**config.mk**
```make
export PLATFORM = sky130hd
export DESIGN_NAME = panel_seq
export DESIGN_NICKNAME = d
export VERILOG_FILES = /design/src/rtl/panel_seq_pkg.sv /design/src/rtl/panel_seq_timer.sv /design/src/rtl/panel_seq_pixcnt.sv /design/src/rtl/panel_seq.sv
export SDC_FILE = /design/constraint.sdc
export NUM_CORES = 1
export LEC_CHECK = 0
export BUFFER_PORTS_ARGS = -buffer_cell sky130_fd_sc_hd__buf_4
export CAP_MARGIN = 20
export CELL_PAD_IN_SITES_DETAIL_PLACEMENT = 1
export CELL_PAD_IN_SITES_GLOBAL_PLACEMENT = 2
export CORE_MARGIN = 3
export CORE_UTILIZATION = 39
export DETAILED_ROUTE_END_ITERATION = 6
export PLACE_DENSITY_LB_ADDON = 0.1
export SLEW_MARGIN = 20
export SYNTH_ARGS = -nofsm -noshare
export SYNTH_HDL_FRONTEND = slang
export SYNTH_SLANG_ARGS = --single-unit
```
**constraint.sdc**
```tcl
create_clock -name clk -period 10.47 [get_ports clk]
set_input_delay 0.5235 -clock clk [delete_from_list [all_inputs] [get_ports clk]]
set_output_delay 0.5235 -clock clk [all_outputs]
set_load 0.02 [all_outputs]
```
**src/rtl/panel_seq_pkg.sv**
```systemverilog
package panel_seq_pkg;

  typedef enum logic [3:0] {
    ST_IDLE, ST_PM_CMD, ST_PM_RD, ST_HW_LOW, ST_SRST, ST_SETTLE,
    ST_COL_CMD, ST_COL_PAR, ST_ROW_CMD, ST_ROW_PAR, ST_MEMW_CMD,
    ST_PIX_HI, ST_PIX_LO
  } seq_state_e;

  localparam logic [7:0] OP_PM_READ = 8'h0A;
  localparam logic [7:0] OP_SRESET  = 8'h01;
  localparam logic [7:0] OP_COLSET  = 8'h2A;
  localparam logic [7:0] OP_ROWSET  = 8'h2B;
  localparam logic [7:0] OP_MEMWR   = 8'h2C;

  localparam logic [7:0] PM_DONT_CARE = 8'h83;
  localparam logic [7:0] PM_ON_VALUE  = 8'h1C;

  // microseconds to clock cycles, rounded up
  function automatic longint unsigned us_to_cycles(input longint unsigned us,
                                                   input longint unsigned hz);
    return (us * hz + 64'd999_999) / 64'd1_000_000;
  endfunction

  function automatic logic pm_is_on(input logic [7:0] v);
    return (v & ~PM_DONT_CARE) == PM_ON_VALUE;
  endfunction

  // parameter byte idx of a range command: start hi, start lo, end hi, end lo
  function automatic logic [7:0] win_byte(input logic [15:0] first,
                                          input logic [15:0] bound,
                                          input logic [1:0]  idx);
    logic [15:0] last;
    last = bound - 16'd1;
    case (idx)
      2'd0:    return first[15:8];
      2'd1:    return first[7:0];
      2'd2:    return last[15:8];
      default: return last[7:0];
    endcase
  endfunction

  function automatic logic [31:0] win_area(input logic [15:0] x0, input logic [15:0] x1,
                                           input logic [15:0] y0, input logic [15:0] y1);
    logic [31:0] w, h;
    w = 32'(x1 - x0);
    h = 32'(y1 - y0);
    return w * h;
  endfunction

endpackage

```
**src/rtl/panel_seq_timer.sv**
```systemverilog
module panel_seq_timer #(
  parameter int CNT_W = 8
) (
  input  logic             clk,
  input  logic             rst_n,
  input  logic             load,
  input  logic [CNT_W-1:0] load_val,
  output logic             expired
);

  logic [CNT_W-1:0] cnt_q;

  always_ff @(posedge clk) begin
    if (!rst_n)              cnt_q <= '0;
    else if (load)           cnt_q <= load_val;
    else if (cnt_q != '0)    cnt_q <= cnt_q - 1'b1;
  end

  assign expired = (cnt_q == '0);

  // a fresh load of a nonzero value is never reported as expired next cycle
  AST_TMR_LOAD_RUNS: assert property (@(posedge clk) disable iff (!rst_n)
    load && (load_val != '0) |=> !expired);

endmodule

```
**src/rtl/panel_seq_pixcnt.sv**
```systemverilog
module panel_seq_pixcnt #(
  parameter int CNT_W = 32
) (
  input  logic             clk,
  input  logic             rst_n,
  input  logic             load,
  input  logic [CNT_W-1:0] load_val,
  input  logic             dec,
  output logic             last
);

  logic [CNT_W-1:0] cnt_q;

  always_ff @(posedge clk) begin
    if (!rst_n)     cnt_q <= '0;
    else if (load)  cnt_q <= load_val;
    else if (dec)   cnt_q <= cnt_q - 1'b1;
  end

  assign last = (cnt_q == {{(CNT_W-1){1'b0}}, 1'b1});

  AST_PIX_NO_UNDERFLOW: assert property (@(posedge clk) disable iff (!rst_n)
    dec |-> cnt_q != '0);

endmodule

```
**src/rtl/panel_seq.sv**
```systemverilog
module panel_seq
  import panel_seq_pkg::*;
#(
  parameter longint unsigned CLK_HZ       = 50_000_000,
  parameter int              PANEL_W      = 240,
  parameter int              PANEL_H      = 320,
  parameter int              COORD_W      = 16,
  parameter bit              HAS_HWRST    = 1'b1,
  parameter longint unsigned RST_LOW_US   = 20,
  parameter longint unsigned SETTLE_HW_US = 5000,
  parameter longint unsigned SETTLE_SW_US = 120000,
  parameter int              RD_TIMEOUT   = 64
) (
  input  logic               clk,
  input  logic               rst_n,
  input  logic               init_req,
  input  logic               init_cond,
  input  logic               flush_req,
  input  logic               blank_req,
  input  logic [COORD_W-1:0] win_x0,
  input  logic [COORD_W-1:0] win_y0,
  input  logic [COORD_W-1:0] win_x1,
  input  logic [COORD_W-1:0] win_y1,
  input  logic               pix_valid,
  input  logic [15:0]        pix_data,
  output logic               pix_ready,
  output logic               lnk_valid,
  input  logic               lnk_ready,
  output logic               lnk_dc,
  output logic [7:0]         lnk_byte,
  output logic               lnk_rd_req,
  input  logic               lnk_rd_valid,
  input  logic [7:0]         lnk_rd_data,
  output logic               pnl_rst_n,
  output logic               busy
);

  localparam longint unsigned RST_CYC = us_to_cycles(RST_LOW_US, CLK_HZ);
  localparam longint unsigned HW_CYC  = us_to_cycles(SETTLE_HW_US, CLK_HZ);
  localparam longint unsigned SW_CYC  = us_to_cycles(SETTLE_SW_US, CLK_HZ);
  localparam longint unsigned MAX_A   = (HW_CYC > SW_CYC) ? HW_CYC : SW_CYC;
  localparam longint unsigned MAX_B   = (RST_CYC > longint'(RD_TIMEOUT)) ? RST_CYC : longint'(RD_TIMEOUT);
  localparam longint unsigned TMR_MAX = (MAX_A > MAX_B) ? MAX_A : MAX_B;
  localparam int TMR_W = $clog2(TMR_MAX + 1) + 1;
  localparam int PIX_W = 2 * COORD_W;
  localparam logic [TMR_W-1:0] RST_V = TMR_W'(RST_CYC);
  localparam logic [TMR_W-1:0] HW_V  = TMR_W'(HW_CYC);
  localparam logic [TMR_W-1:0] SW_V  = TMR_W'(SW_CYC);
  localparam logic [TMR_W-1:0] RD_V  = TMR_W'(RD_TIMEOUT);

  seq_state_e         state_q, state_d;
  logic               blank_q, hw_done_q;
  logic [COORD_W-1:0] x0_q, y0_q, x1_q, y1_q;
  logic [1:0]         pidx_q;
  logic [7:0]         lo_q;

  logic               tmr_load, tmr_exp;
  logic [TMR_W-1:0]   tmr_val;
  logic               pc_load, pc_dec, pc_last;
  logic               hs;

  // named events for the checks
  logic req_accept, pm_on_seen, last_pix_hs;

  assign hs          = lnk_valid && lnk_ready;
  assign req_accept  = (state_q == ST_IDLE) && (init_req || blank_req || flush_req);
  assign pm_on_seen  = (state_q == ST_PM_RD) && lnk_rd_valid && pm_is_on(lnk_rd_data);
  assign last_pix_hs = (state_q == ST_PIX_LO) && hs && pc_last;

  // link byte offered in each state
  always_comb begin
    lnk_valid = 1'b0;
    lnk_dc    = 1'b0;
    lnk_byte  = 8'h00;
    case (state_q)
      ST_PM_CMD:   begin lnk_valid = 1'b1; lnk_byte = OP_PM_READ; end
      ST_SRST:     begin lnk_valid = 1'b1; lnk_byte = OP_SRESET;  end
      ST_COL_CMD:  begin lnk_valid = 1'b1; lnk_byte = OP_COLSET;  end
      ST_ROW_CMD:  begin lnk_valid = 1'b1; lnk_byte = OP_ROWSET;  end
      ST_MEMW_CMD: begin lnk_valid = 1'b1; lnk_byte = OP_MEMWR;   end
      ST_COL_PAR:  begin
        lnk_valid = 1'b1; lnk_dc = 1'b1;
        lnk_byte  = win_byte(16'(x0_q), 16'(x1_q), pidx_q);
      end
      ST_ROW_PAR:  begin
        lnk_valid = 1'b1; lnk_dc = 1'b1;
        lnk_byte  = win_byte(16'(y0_q), 16'(y1_q), pidx_q);
      end
      ST_PIX_HI:   begin
        lnk_valid = blank_q || pix_valid; lnk_dc = 1'b1;
        lnk_byte  = blank_q ? 8'h00 : pix_data[15:8];
      end
      ST_PIX_LO:   begin lnk_valid = 1'b1; lnk_dc = 1'b1; lnk_byte = lo_q; end
      default: ;
    endcase
  end

  assign pix_ready  = (state_q == ST_PIX_HI) && !blank_q && hs;
  assign lnk_rd_req = (state_q == ST_PM_RD);
  assign pnl_rst_n  = (state_q != ST_HW_LOW);
  assign busy       = (state_q != ST_IDLE);

  // next state
  always_comb begin
    state_d  = state_q;
    tmr_load = 1'b0;
    tmr_val  = '0;
    pc_load  = 1'b0;
    pc_dec   = 1'b0;
    case (state_q)
      ST_IDLE: begin
        if (init_req) begin
          if (init_cond) state_d = ST_PM_CMD;
          else if (HAS_HWRST) begin state_d = ST_HW_LOW; tmr_load = 1'b1; tmr_val = RST_V; end
          else state_d = ST_SRST;
        end else if (blank_req || flush_req) begin
          state_d = ST_COL_CMD;
        end
      end
      ST_PM_CMD: if (hs) begin state_d = ST_PM_RD; tmr_load = 1'b1; tmr_val = RD_V; end
      ST_PM_RD: begin
        if (pm_on_seen) state_d = ST_IDLE;
        else if (lnk_rd_valid || tmr_exp) begin
          if (HAS_HWRST) begin state_d = ST_HW_LOW; tmr_load = 1'b1; tmr_val = RST_V; end
          else state_d = ST_SRST;
        end
      end
      ST_HW_LOW: if (tmr_exp) state_d = ST_SRST;
      ST_SRST: if (hs) begin
        state_d  = ST_SETTLE;
        tmr_load = 1'b1;
        tmr_val  = hw_done_q ? HW_V : SW_V;
      end
      ST_SETTLE:   if (tmr_exp) state_d = ST_IDLE;
      ST_COL_CMD:  if (hs) state_d = ST_COL_PAR;
      ST_COL_PAR:  if (hs && pidx_q == 2'd3) state_d = ST_ROW_CMD;
      ST_ROW_CMD:  if (hs) state_d = ST_ROW_PAR;
      ST_ROW_PAR:  if (hs && pidx_q == 2'd3) state_d = ST_MEMW_CMD;
      ST_MEMW_CMD: if (hs) begin state_d = ST_PIX_HI; pc_load = 1'b1; end
      ST_PIX_HI:   if (hs) state_d = ST_PIX_LO;
      ST_PIX_LO:   if (hs) begin
        pc_dec  = 1'b1;
        state_d = pc_last ? ST_IDLE : ST_PIX_HI;
      end
      default: state_d = ST_IDLE;
    endcase
  end

  always_ff @(posedge clk) begin
    if (!rst_n) begin
      state_q   <= ST_IDLE;
      blank_q   <= 1'b0;
      hw_done_q <= 1'b0;
      x0_q <= '0; y0_q <= '0; x1_q <= '0; y1_q <= '0;
      pidx_q    <= 2'd0;
      lo_q      <= 8'h00;
    end else begin
      state_q <= state_d;
      if (state_q == ST_IDLE) begin
        if (init_req) begin
          hw_done_q <= 1'b0;
        end else if (blank_req) begin
          blank_q <= 1'b1;
          x0_q <= '0; y0_q <= '0;
          x1_q <= COORD_W'(PANEL_W); y1_q <= COORD_W'(PANEL_H);
        end else if (flush_req) begin
          blank_q <= 1'b0;
          x0_q <= win_x0; y0_q <= win_y0; x1_q <= win_x1; y1_q <= win_y1;
        end
      end
      if (state_q == ST_HW_LOW) hw_done_q <= 1'b1;
      if (hs && (state_q == ST_COL_PAR || state_q == ST_ROW_PAR)) pidx_q <= pidx_q + 2'd1;
      if (hs && state_q == ST_PIX_HI) lo_q <= blank_q ? 8'h00 : pix_data[7:0];
    end
  end

  panel_seq_timer #(.CNT_W(TMR_W)) tmr_i (
    .clk(clk), .rst_n(rst_n), .load(tmr_load), .load_val(tmr_val), .expired(tmr_exp)
  );

  panel_seq_pixcnt #(.CNT_W(PIX_W)) pc_i (
    .clk(clk), .rst_n(rst_n), .load(pc_load),
    .load_val(PIX_W'(win_area(16'(x0_q), 16'(x1_q), 16'(y0_q), 16'(y1_q)))),
    .dec(pc_dec), .last(pc_last)
  );

  AST_IDLE_QUIET: assert property (@(posedge clk) disable iff (!rst_n)
    !busy |-> !lnk_valid && !lnk_rd_req && pnl_rst_n);
  AST_ACCEPT_BUSY: assert property (@(posedge clk) disable iff (!rst_n)
    req_accept |=> busy);
  AST_DONE_IDLE: assert property (@(posedge clk) disable iff (!rst_n)
    last_pix_hs |=> !busy);
  AST_CMD_HOLD: assert property (@(posedge clk) disable iff (!rst_n)
    lnk_valid && !lnk_ready && !lnk_dc |=> lnk_valid && !lnk_dc && $stable(lnk_byte));
  AST_SRST_AFTER_PULSE: assert property (@(posedge clk) disable iff (!rst_n)
    $rose(pnl_rst_n) |-> lnk_valid && !lnk_dc && lnk_byte == OP_SRESET);
  AST_QUIET_IN_PULSE: assert property (@(posedge clk) disable iff (!rst_n)
    !pnl_rst_n |-> !lnk_valid);
  AST_SKIP_WHEN_ON: assert property (@(posedge clk) disable iff (!rst_n)
    pm_on_seen |=> !busy && pnl_rst_n);

endmodule

```
==> results of run 1 <==
[worst max-delay path, delay by kind of cell, from the launching register on]
kind	cells	cell delay, ns
AND/OR/NAND/NOR	5	0.98
buffers and inverters	6	0.36
flip-flops	1	0.35
AO/OA/AOI/OAI	11	2.36
XOR/XNOR	3	1.08
adder cells (fa/ha/maj)	9	4.02
[worst max path at each step]
stage | end | slack (ns) | cells after the start
6_report | pc_i.cnt_q[31] | 1.16 | 34
5_1_grt | pc_i.cnt_q[31] | 0.52 | 34
4_1_cts | pc_i.cnt_q[31] | 1.19 | 34
3_5_place_dp | pc_i.cnt_q[31] | 1.24 | 34
3_3_place_gp | pc_i.cnt_q[31] | 1.46 | 34
2_1_floorplan | pc_i.cnt_q[31] | 2.41 | 34
[synth_stat cells, drive strengths merged (6+ instances only)]
cell type / count / area (µm²)
o21ai: 95 / 479
xor2: 49 / 429
a21oi: 182 / 922
dfxtp: 136 / 2720
a21o: 24 / 180
a31oi: 15 / 93.8
o21a: 13 / 97.6
nor4: 17 / 106
and3: 11 / 70.1
o22ai: 6 / 37.5
xnor2: 76 / 666
nor3: 43 / 215
a211oi: 20 / 150
nor2: 289 / 1080
fa: 284 / 5690
nor3b: 65 / 488
or3: 20 / 140
nand3b: 8 / 60.1
nand2: 260 / 981
and2: 12 / 77.6
nor2b: 14 / 87.6
or2: 9 / 56.3
nand2b: 29 / 181
a221oi: 28 / 245
inv: 363 / 1360
nand3: 27 / 135
clkbuf: 80 / 300
a22oi: 8 / 60.1
buf: 11 / 68.8
ha: 126 / 1580
or4: 7 / 52.6
[flip-flops by register name (all words and copies together) (netlist names)]
register     flops
pidx_q           2
x0_q            16
y1_q            16
pc_i.cnt_q      32
lo_q             8
y0_q            16
blank_q          1
x1_q            16
state_q          4
hw_done_q        1
tmr_i.cnt_q     24
[routing by layer]
| metal | track usage (%) | vias up | part of all wire (%) |
|---|---|---|---|
| met5 | 0 | - | 0 |
| met1 | 32.7 | 8556 | 44 |
| met2 | 43.9 | 348 | 49 |
| met4 | 9.79 | 0 | 3.5 |
| met3 | 3.64 | 97 | 3.8 |
| li1 | - | 7868 | - |
[kinds of logic (layout without fill, tap and decap cells)]
logic type / count (synthesis) / after routing / synth area share (%)
compound gates: 435 / 435 / 13.8
fa+ha+maj: 410 / 410 / 37.7
flops: 136 / 136 / 14.1
mux: 1 / 1 / 0.0519
xor+xnor: 125 / 125 / 5.68
buf+inv: 455 / 544 / 9.01
simple gates: 818 / 818 / 19.6
[area by class of cell]
type	instances	area, µm²
fill	5913	26800
multi-input combinational	1789	14900
timing repair buffer	148	1110
clock buffer	17	425
clock inverter	15	130
tap	656	821
sequential	136	2720
inverter	364	1370
[through the flow]
| step | std cells | hold WS, ns |
|---|---|---|
| 4_1_cts | 3124 | 0.298 |
| 3_5_place_dp | 3092 | 0.452 |
| 6_report | 3125 | 0.337 |
| 2_1_floorplan | 2380 | 0.427 |
| 5_1_grt | 3125 | 0.326 |
| 3_3_place_gp | 3091 | 0.443 |
==> metrics.yaml, run 1 <==
status: "complete, no violations"
synth_seq_area_share_pct: 14.1
root_buffer: "clkbuf_16"
nets: 2963
clkSinkCount: 136
synth_flop_cell: "dfxtp_1"
grt_usage_pct: 25.6
startpoint_type: "flip-flop"
portBuffers: 107
layout_commonest_cell: "inv_1"
crit_arrival_ns: 9.65
synth-seq-cells: 136
finalSetupTns_ns: 0
grt_pass1_vias: 18274
crit_fanout: 8
ios: 111
cts_hold_buf: 0
post-route-min-period_ns: 9.31
async_flop_share_pct: 0
ys_warn_count: 0
hold_class: "input pin to flip-flop"
min_to: "lo_q[2]"
grt-ovfl-total: 0
grt_pass1_wl_um: 104000
hold_violations: 0
cts_buffers: 17
start_util_pct: 39.9
synth.distinct_cells: 68
finalMaxSlewViolations: 0
h-tree-depth: 4
syn_to_final_growth_pct: 11.2
cts_tree: "done"
maxCapViolations: 0
die_w_um: 228
whs_path_depth: 3
grt_max_degree: 111
worst-r2r-cell-count: 34
finalCritPeriodShare_pct: 88.9
core_area_um2: 48200
end_kind: "flip-flop"
final.setup.worst_slack_ns: 1.16
worstReg2RegEnd: "pc_i.cnt_q[31]"
wirelength_um: 65400
post_cts_buffers: 0
critPathMaxStageDelay_ns: 0.75
clock.fmax_mhz: 107
maxSlewHeadroom_pct: 21.7
postRouteAntennaNets: 0
crit_required_ns: 10.81
die_h_um: 228
fin_area_um2: 21400
reg2reg_from: "x1_q[0]"
insertion_delay_ns: 0.47
cts_resized: 0
path_class: "flip-flop to flip-flop"
rsz0062_at_grt: "false"
most-common-layout-cells: "inv_1 (362), nor2_1 (288), fa_1 (284)"
dp_hpwl_um: 53100
synth_area_um2: 19300
setup_viol: 0
crit_path_frequent_cell: "fa_1"
hold_start: "pix_data[2]"
postPlaceCellArea_um2: 20900
r2r_slack_ns: 1.16
die_area_um2: 52100
diodes: 0
crit_path_top_delay_cell: "xor2_1"
synth_cells: 2380
place_ws_ns: 1.24
clock_skew_ns: 0.0209
drc_errors: 0
path_clk_slew_ns: 0.07
crit_start: "x1_q[0]"
cts_buffer_depth: 2
drtPass1Iterations: 5
drive_above_1_share_pct: 8.63
routedWlPerCell_um: 20.9
dr.first_iter.drc_count: 879
final_core_util_pct: 44.4
tightest_slew_ns: 1.17
antenna_found_initial: 0
synth_nets: 2887
vias_per_cell: 5.40
synth-edff-count: 0
vias: 16869
finalWeightedCongestion: 0.914
syn_avg_cell_area_um2: 8.10
fp-row-count: 80
Power of run 1 is left out: the tool's default activity adds up to more than one toggle a clock period on the data nets, which glitch-free logic cannot reach.
==> run 2, diff against run 1 <==
- CORE_ASPECT_RATIO: default -> 1.25
==> run 2 against run 1 <==
Net effect: via count increased by 0.11%; sequential share of layout area decreased by 0.052 points; maximum frequency decreased by 2.2%; critical path type unchanged; largest cell class unchanged.
==> metrics.yaml, run 2 (synthesis results as in run 1) <==
vias_per_cell: 5.42  # +0.46%
dr.first_iter.drc_count: 696  # -21%
layout_commonest_cell: "inv_1"
largestRegisters: "pc_i.cnt_q (32), tmr_i.cnt_q (24)"
status: "complete, no violations"
startpoint_type: "flip-flop"
crit_path_top_delay_cell: "xor2_1"
grt_pass1_wl_um: 104000  # about the same
root_buffer: "clkbuf_16"
hold_class: "input pin to flip-flop"
dp_hpwl_um: 53200  # +0.26%
finalCritPeriodShare_pct: 90.9  # +2.0 points
r2r_slack_ns: 0.96  # -0.20 ns
crit_required_ns: 10.81  # about the same
whs_path_depth: 3  # unchanged
crit_arrival_ns: 9.85  # +0.20 ns
drive_above_1_share_pct: 8.79  # +0.16 points
diodes: 0  # unchanged
grt_usage_pct: 25.9  # +0.31 points
drc_errors: 0  # unchanged
cts_buffers: 17  # unchanged
syn_to_final_growth_pct: 11.7
clkSinkCount: 136  # unchanged
postRouteAntennaNets: 0  # unchanged
grt_max_degree: 117  # +5.4%
path_clk_slew_ns: 0.07  # about the same
nets: 2964  # +0.034%
worst-r2r-cell-count: 33  # -2.9%
cts_buffer_depth: 2  # unchanged
most-common-layout-cells: "inv_1 (362), nor2_1 (288), fa_1 (284)"
end_kind: "flip-flop"
hold_violations: 0  # unchanged
drtPass1Iterations: 5  # unchanged
post_cts_buffers: 0  # unchanged
routedWlPerCell_um: 21.1  # +0.67%
grt_pass1_vias: 18808  # +2.9%
portBuffers: 107  # unchanged
start_util_pct: 39.7  # -0.24 points
clock.fmax_mhz: 105  # -2.2%
finalMaxSlewViolations: 0  # unchanged
rsz0062_at_grt: "false"
post-route-min-period_ns: 9.51  # +0.205 ns
path_class: "flip-flop to flip-flop"
finalWeightedCongestion: 0.882  # -3.5%
crit_fanout: 7  # -1
finalSetupTns_ns: 0  # unchanged
path_depth: 33  # -2.9%
grt-ovfl-total: 0  # unchanged
antenna_found_initial: 0  # unchanged
die_area_um2: 52100  # about the same
setup_viol: 0  # unchanged
ios: 111  # unchanged
crit_path_frequent_cell: "fa_1"
path_buf_inv: 4  # -2
cts_hold_buf: 0  # unchanged
wirelength_um: 65600  # +0.32%
critPathMaxStageDelay_ns: 0.67  # -0.08 ns
die_h_um: 255  # +11%
top_register: "pc_i.cnt_q"
cts_resized: 0  # unchanged
vias: 16887  # +0.11%
maxSlewHeadroom_pct: 22.5  # +0.80 points
fp-row-count: 90  # +13%
h-tree-depth: 4  # unchanged
crit_family: "adder cells"
cts_tree: "done"
tightest_slew_ns: 1.15  # -0.0119 ns
core_area_um2: 48500  # +0.60%
largest_reg_flops: 32  # unchanged
die_w_um: 205  # -10%
clock_skew_ns: 0.0106  # -0.0102 ns
insertion_delay_ns: 0.46  # about the same
maxCapViolations: 0  # unchanged
[run 2: per-layer routing]
metal	GRT usage [%]	routed length, µm	vias up	part of all wire [%]
met4	9.52	2320	0	3.5
met3	3.22	1760	110	2.7
met1	30.2	26700	8623	41
met2	48.5	34800	294	53
met5	0	0	-	0
li1	-	-	7860	-
[run 2: worst paths after layout]
check | startpoint | endpoint
hold / removal | pix_data[7] | lo_q[7]
hold reg to reg | lo_q[3] | lo_q[3]
setup reg to reg | y1_q[3] | pc_i.cnt_q[31]
setup / recovery | y1_q[3] | pc_i.cnt_q[31]
[run 2: through the flow]
stage	cell area, µm²	hold slack, ns	setup slack (ns)	utilization (%)	cells
2_1_floorplan	19300	0.427	2.41	-	2380
4_1_cts	21500	0.320	0.890	44.3	3113
6_report	21500	0.350	0.958	44.3	3114
5_1_grt	21500	0.343	0.441	44.3	3114
3_5_place_dp	20900	0.456	0.938	43.0	3081
3_3_place_gp	20900	0.440	1.23	43.0	3081
[run 2: area by class of cell]
class	count	area, µm²
Clock buffer	18	439
Timing Repair Buffer	149	1120
Inverter	364	1370
Fill cell	5889	27000
Multi-Input combinational cell	1789	14900
Clock inverter	14	188
Tap cell	644	806
Sequential cell	136	2720
[run 2: worst min-delay path, stage by stage]
cell      delay (ns)
buf_4           0.11
nand3b_1        0.07
a21oi_1         0.06
Power of run 2 is left out for the same reason.
==> run 3, diff against run 2 <==
--- a/config.mk
+++ b/config.mk
@@ -8,9 +8,9 @@
 export BUFFER_PORTS_ARGS = -buffer_cell sky130_fd_sc_hd__buf_4
 export CAP_MARGIN = 20
-export CELL_PAD_IN_SITES_DETAIL_PLACEMENT = 1
-export CELL_PAD_IN_SITES_GLOBAL_PLACEMENT = 2
+export CELL_PAD_IN_SITES_DETAIL_PLACEMENT = 0
+export CELL_PAD_IN_SITES_GLOBAL_PLACEMENT = 1
 export CORE_ASPECT_RATIO = 1.25
 export CORE_MARGIN = 3
-export CORE_UTILIZATION = 39
+export CORE_UTILIZATION = 48
 export DETAILED_ROUTE_END_ITERATION = 6
 export PLACE_DENSITY_LB_ADDON = 0.1
==> constraint.sdc (replaced) <==
create_clock -name clk -period 10.47 [get_ports clk]
set_input_delay 1.047 -clock clk [delete_from_list [all_inputs] [get_ports clk]]
set_output_delay 1.047 -clock clk [all_outputs]
set_load 0.02 [all_outputs]
==> run 3 against run 2 <==
Net effect: die area is 18% lower; clock-buffer cell count up 1; register-to-register slack better by 0.20 ns; sequential share of layout area is 0.16 points higher; critical path type unchanged.
==> metrics.yaml, run 3 (synthesis results as in run 1) <==
crit_path_top_delay_cell: "xor2_1"
nets: 2963  # -0.034%
die_w_um: 185  # -9.6%
dp_hpwl_um: 46500  # -13%
ios: 111  # unchanged
finalCritPeriodShare_pct: 89.0  # -1.9 points
fp-row-count: 81  # -10%
status: "complete, no violations"
drtPass1Iterations: 5  # unchanged
whs_ns: 0.453  # +0.103 ns
maxSlewHeadroom_pct: 21.9  # -0.57 points
post_cts_buffers: 0  # unchanged
dr.first_iter.drc_count: 1200  # +72%
h-tree-depth: 4  # unchanged
grt_max_degree: 91  # -22%
setup_viol: 0  # unchanged
layout_commonest_cell: "inv_1"
dp.cells: 2935  # -4.7%
largestRegisters: "pc_i.cnt_q (32), tmr_i.cnt_q (24)"
die_h_um: 230  # -9.6%
grt-ovfl-total: 0  # unchanged
hold_class: "flip-flop to flip-flop"
cts_buffer_depth: 2  # unchanged
vias: 16749  # -0.82%
r2r_slack_ns: 1.15  # +0.20 ns
clkSinkCount: 136  # unchanged
grt_pass1_wl_um: 92400  # -11%
crit_path_frequent_cell: "fa_1"
start_util_pct: 48.9  # +9.2 points
worstReg2RegEnd: "pc_i.cnt_q[31]"
routedWlPerCell_um: 19.3  # -8.5%
reg2reg_from: "y1_q[3]"
finalSetupTns_ns: 0  # unchanged
end_kind: "flip-flop"
diodes: 0  # unchanged
portBuffers: 107  # unchanged
hold_violations: 0  # unchanged
finalNonFillerCells: 2967  # -4.7%
clock.fmax_mhz: 107  # +2.1%
tightest_slew_ns: 1.16  # +0.00849 ns
drc_errors: 0  # unchanged
postRouteAntennaNets: 0  # unchanged
hold_start: "lo_q[0]"
path_clk_slew_ns: 0.06  # about the same
path_class: "flip-flop to flip-flop"
crit_arrival_ns: 9.63  # -0.22 ns
antenna_found_initial: 1  # +1
seq_area_um2: 2720  # unchanged
min_to: "lo_q[0]"
core_area_um2: 39400  # -19%
grt_usage_pct: 27.9  # +2.0 points
num-fill-cells: 3819  # -35%
critPathMaxStageDelay_ns: 0.69  # +0.02 ns
top_register: "pc_i.cnt_q"
finalMaxSlewViolations: 0  # unchanged
grt_pass1_vias: 17302  # -8.0%
cts_tree: "done"
root_buffer: "clkbuf_16"
multi_input_area_um2: 14900  # -0.15%
vias_per_cell: 5.65  # +4.1%
wirelength_um: 57200  # -13%
largest_reg_flops: 32  # unchanged
worst-r2r-cell-count: 33  # unchanged
whs_path_depth: 2  # -1
insertion_delay_ns: 0.44  # -0.02 ns
cts_buffers: 17  # unchanged
die_area_um2: 42600  # -18%
rsz0062_at_grt: "false"
final_core_util_pct: 53.9  # +9.6 points
finalWeightedCongestion: 0.932  # +5.6%
maxCapViolations: 0  # unchanged
drive_above_1_share_pct: 8.55  # -0.24 points
cts_resized: 0  # unchanged
post-route-min-period_ns: 9.32  # -0.196 ns
clock_skew_ns: 0.0128  # +0.00218 ns
cts_hold_buf: 0  # unchanged
most-common-layout-cells: "inv_1 (362), nor2_1 (288), fa_1 (284)"
crit_fanout: 7  # unchanged
startpoint_type: "flip-flop"
syn_to_final_growth_pct: 10.3
crit_required_ns: 10.78  # -0.03 ns
==> run 3: critical path, delay by kind of cell (launching register included) <==
kind                       cells  cell delay, ns
AOI/OAI and AO/OA             15            3.38
xor gates and xnor gates       3            0.98
adders and majority gates      8            3.68
buffers and inverters          4            0.20
DFF                            1            0.54
and+or+nand+nor                3            0.38
==> run 3: area by class of cell <==
class                           count  area share (%)
Multi-Input combinational cell   1789            69.9
Sequential cell                   136            12.8
Inverter                          364            6.44
Timing Repair Buffer              148            5.22
Tap cell                          498            2.93
Clock buffer                       19            2.04
Clock inverter                     13           0.683
==> run 3: layer usage <==
layer	GRT usage, %	vias to the layer above	wire length, µm
met5	0	-	0
li1	-	7867	-
met1	34.1	8227	22900
met2	48.7	504	28800
met3	3.58	151	2670
met4	12.5	0	2810
==> run 3: how the worst max path moves through the flow <==
stage,start,to,slack [ns]
2_1_floorplan,x1_q[0],pc_i.cnt_q[31],2.41
5_1_grt,y1_q[3],pc_i.cnt_q[31],0.61
4_1_cts,y1_q[3],pc_i.cnt_q[31],1.23
3_3_place_gp,y1_q[3],pc_i.cnt_q[31],1.34
6_report,y1_q[3],pc_i.cnt_q[31],1.15
3_5_place_dp,y1_q[3],pc_i.cnt_q[31],1.30
==> run 3: per-stage QoR <==
step | worst slack, ns | area [µm²]
2_1_floorplan | 2.41 | 19300
3_3_place_gp | 1.34 | 20700
3_5_place_dp | 1.30 | 20700
4_1_cts | 1.23 | 21200
5_1_grt | 0.613 | 21300
6_report | 1.15 | 21300
Power of run 3 is left out for the same reason.
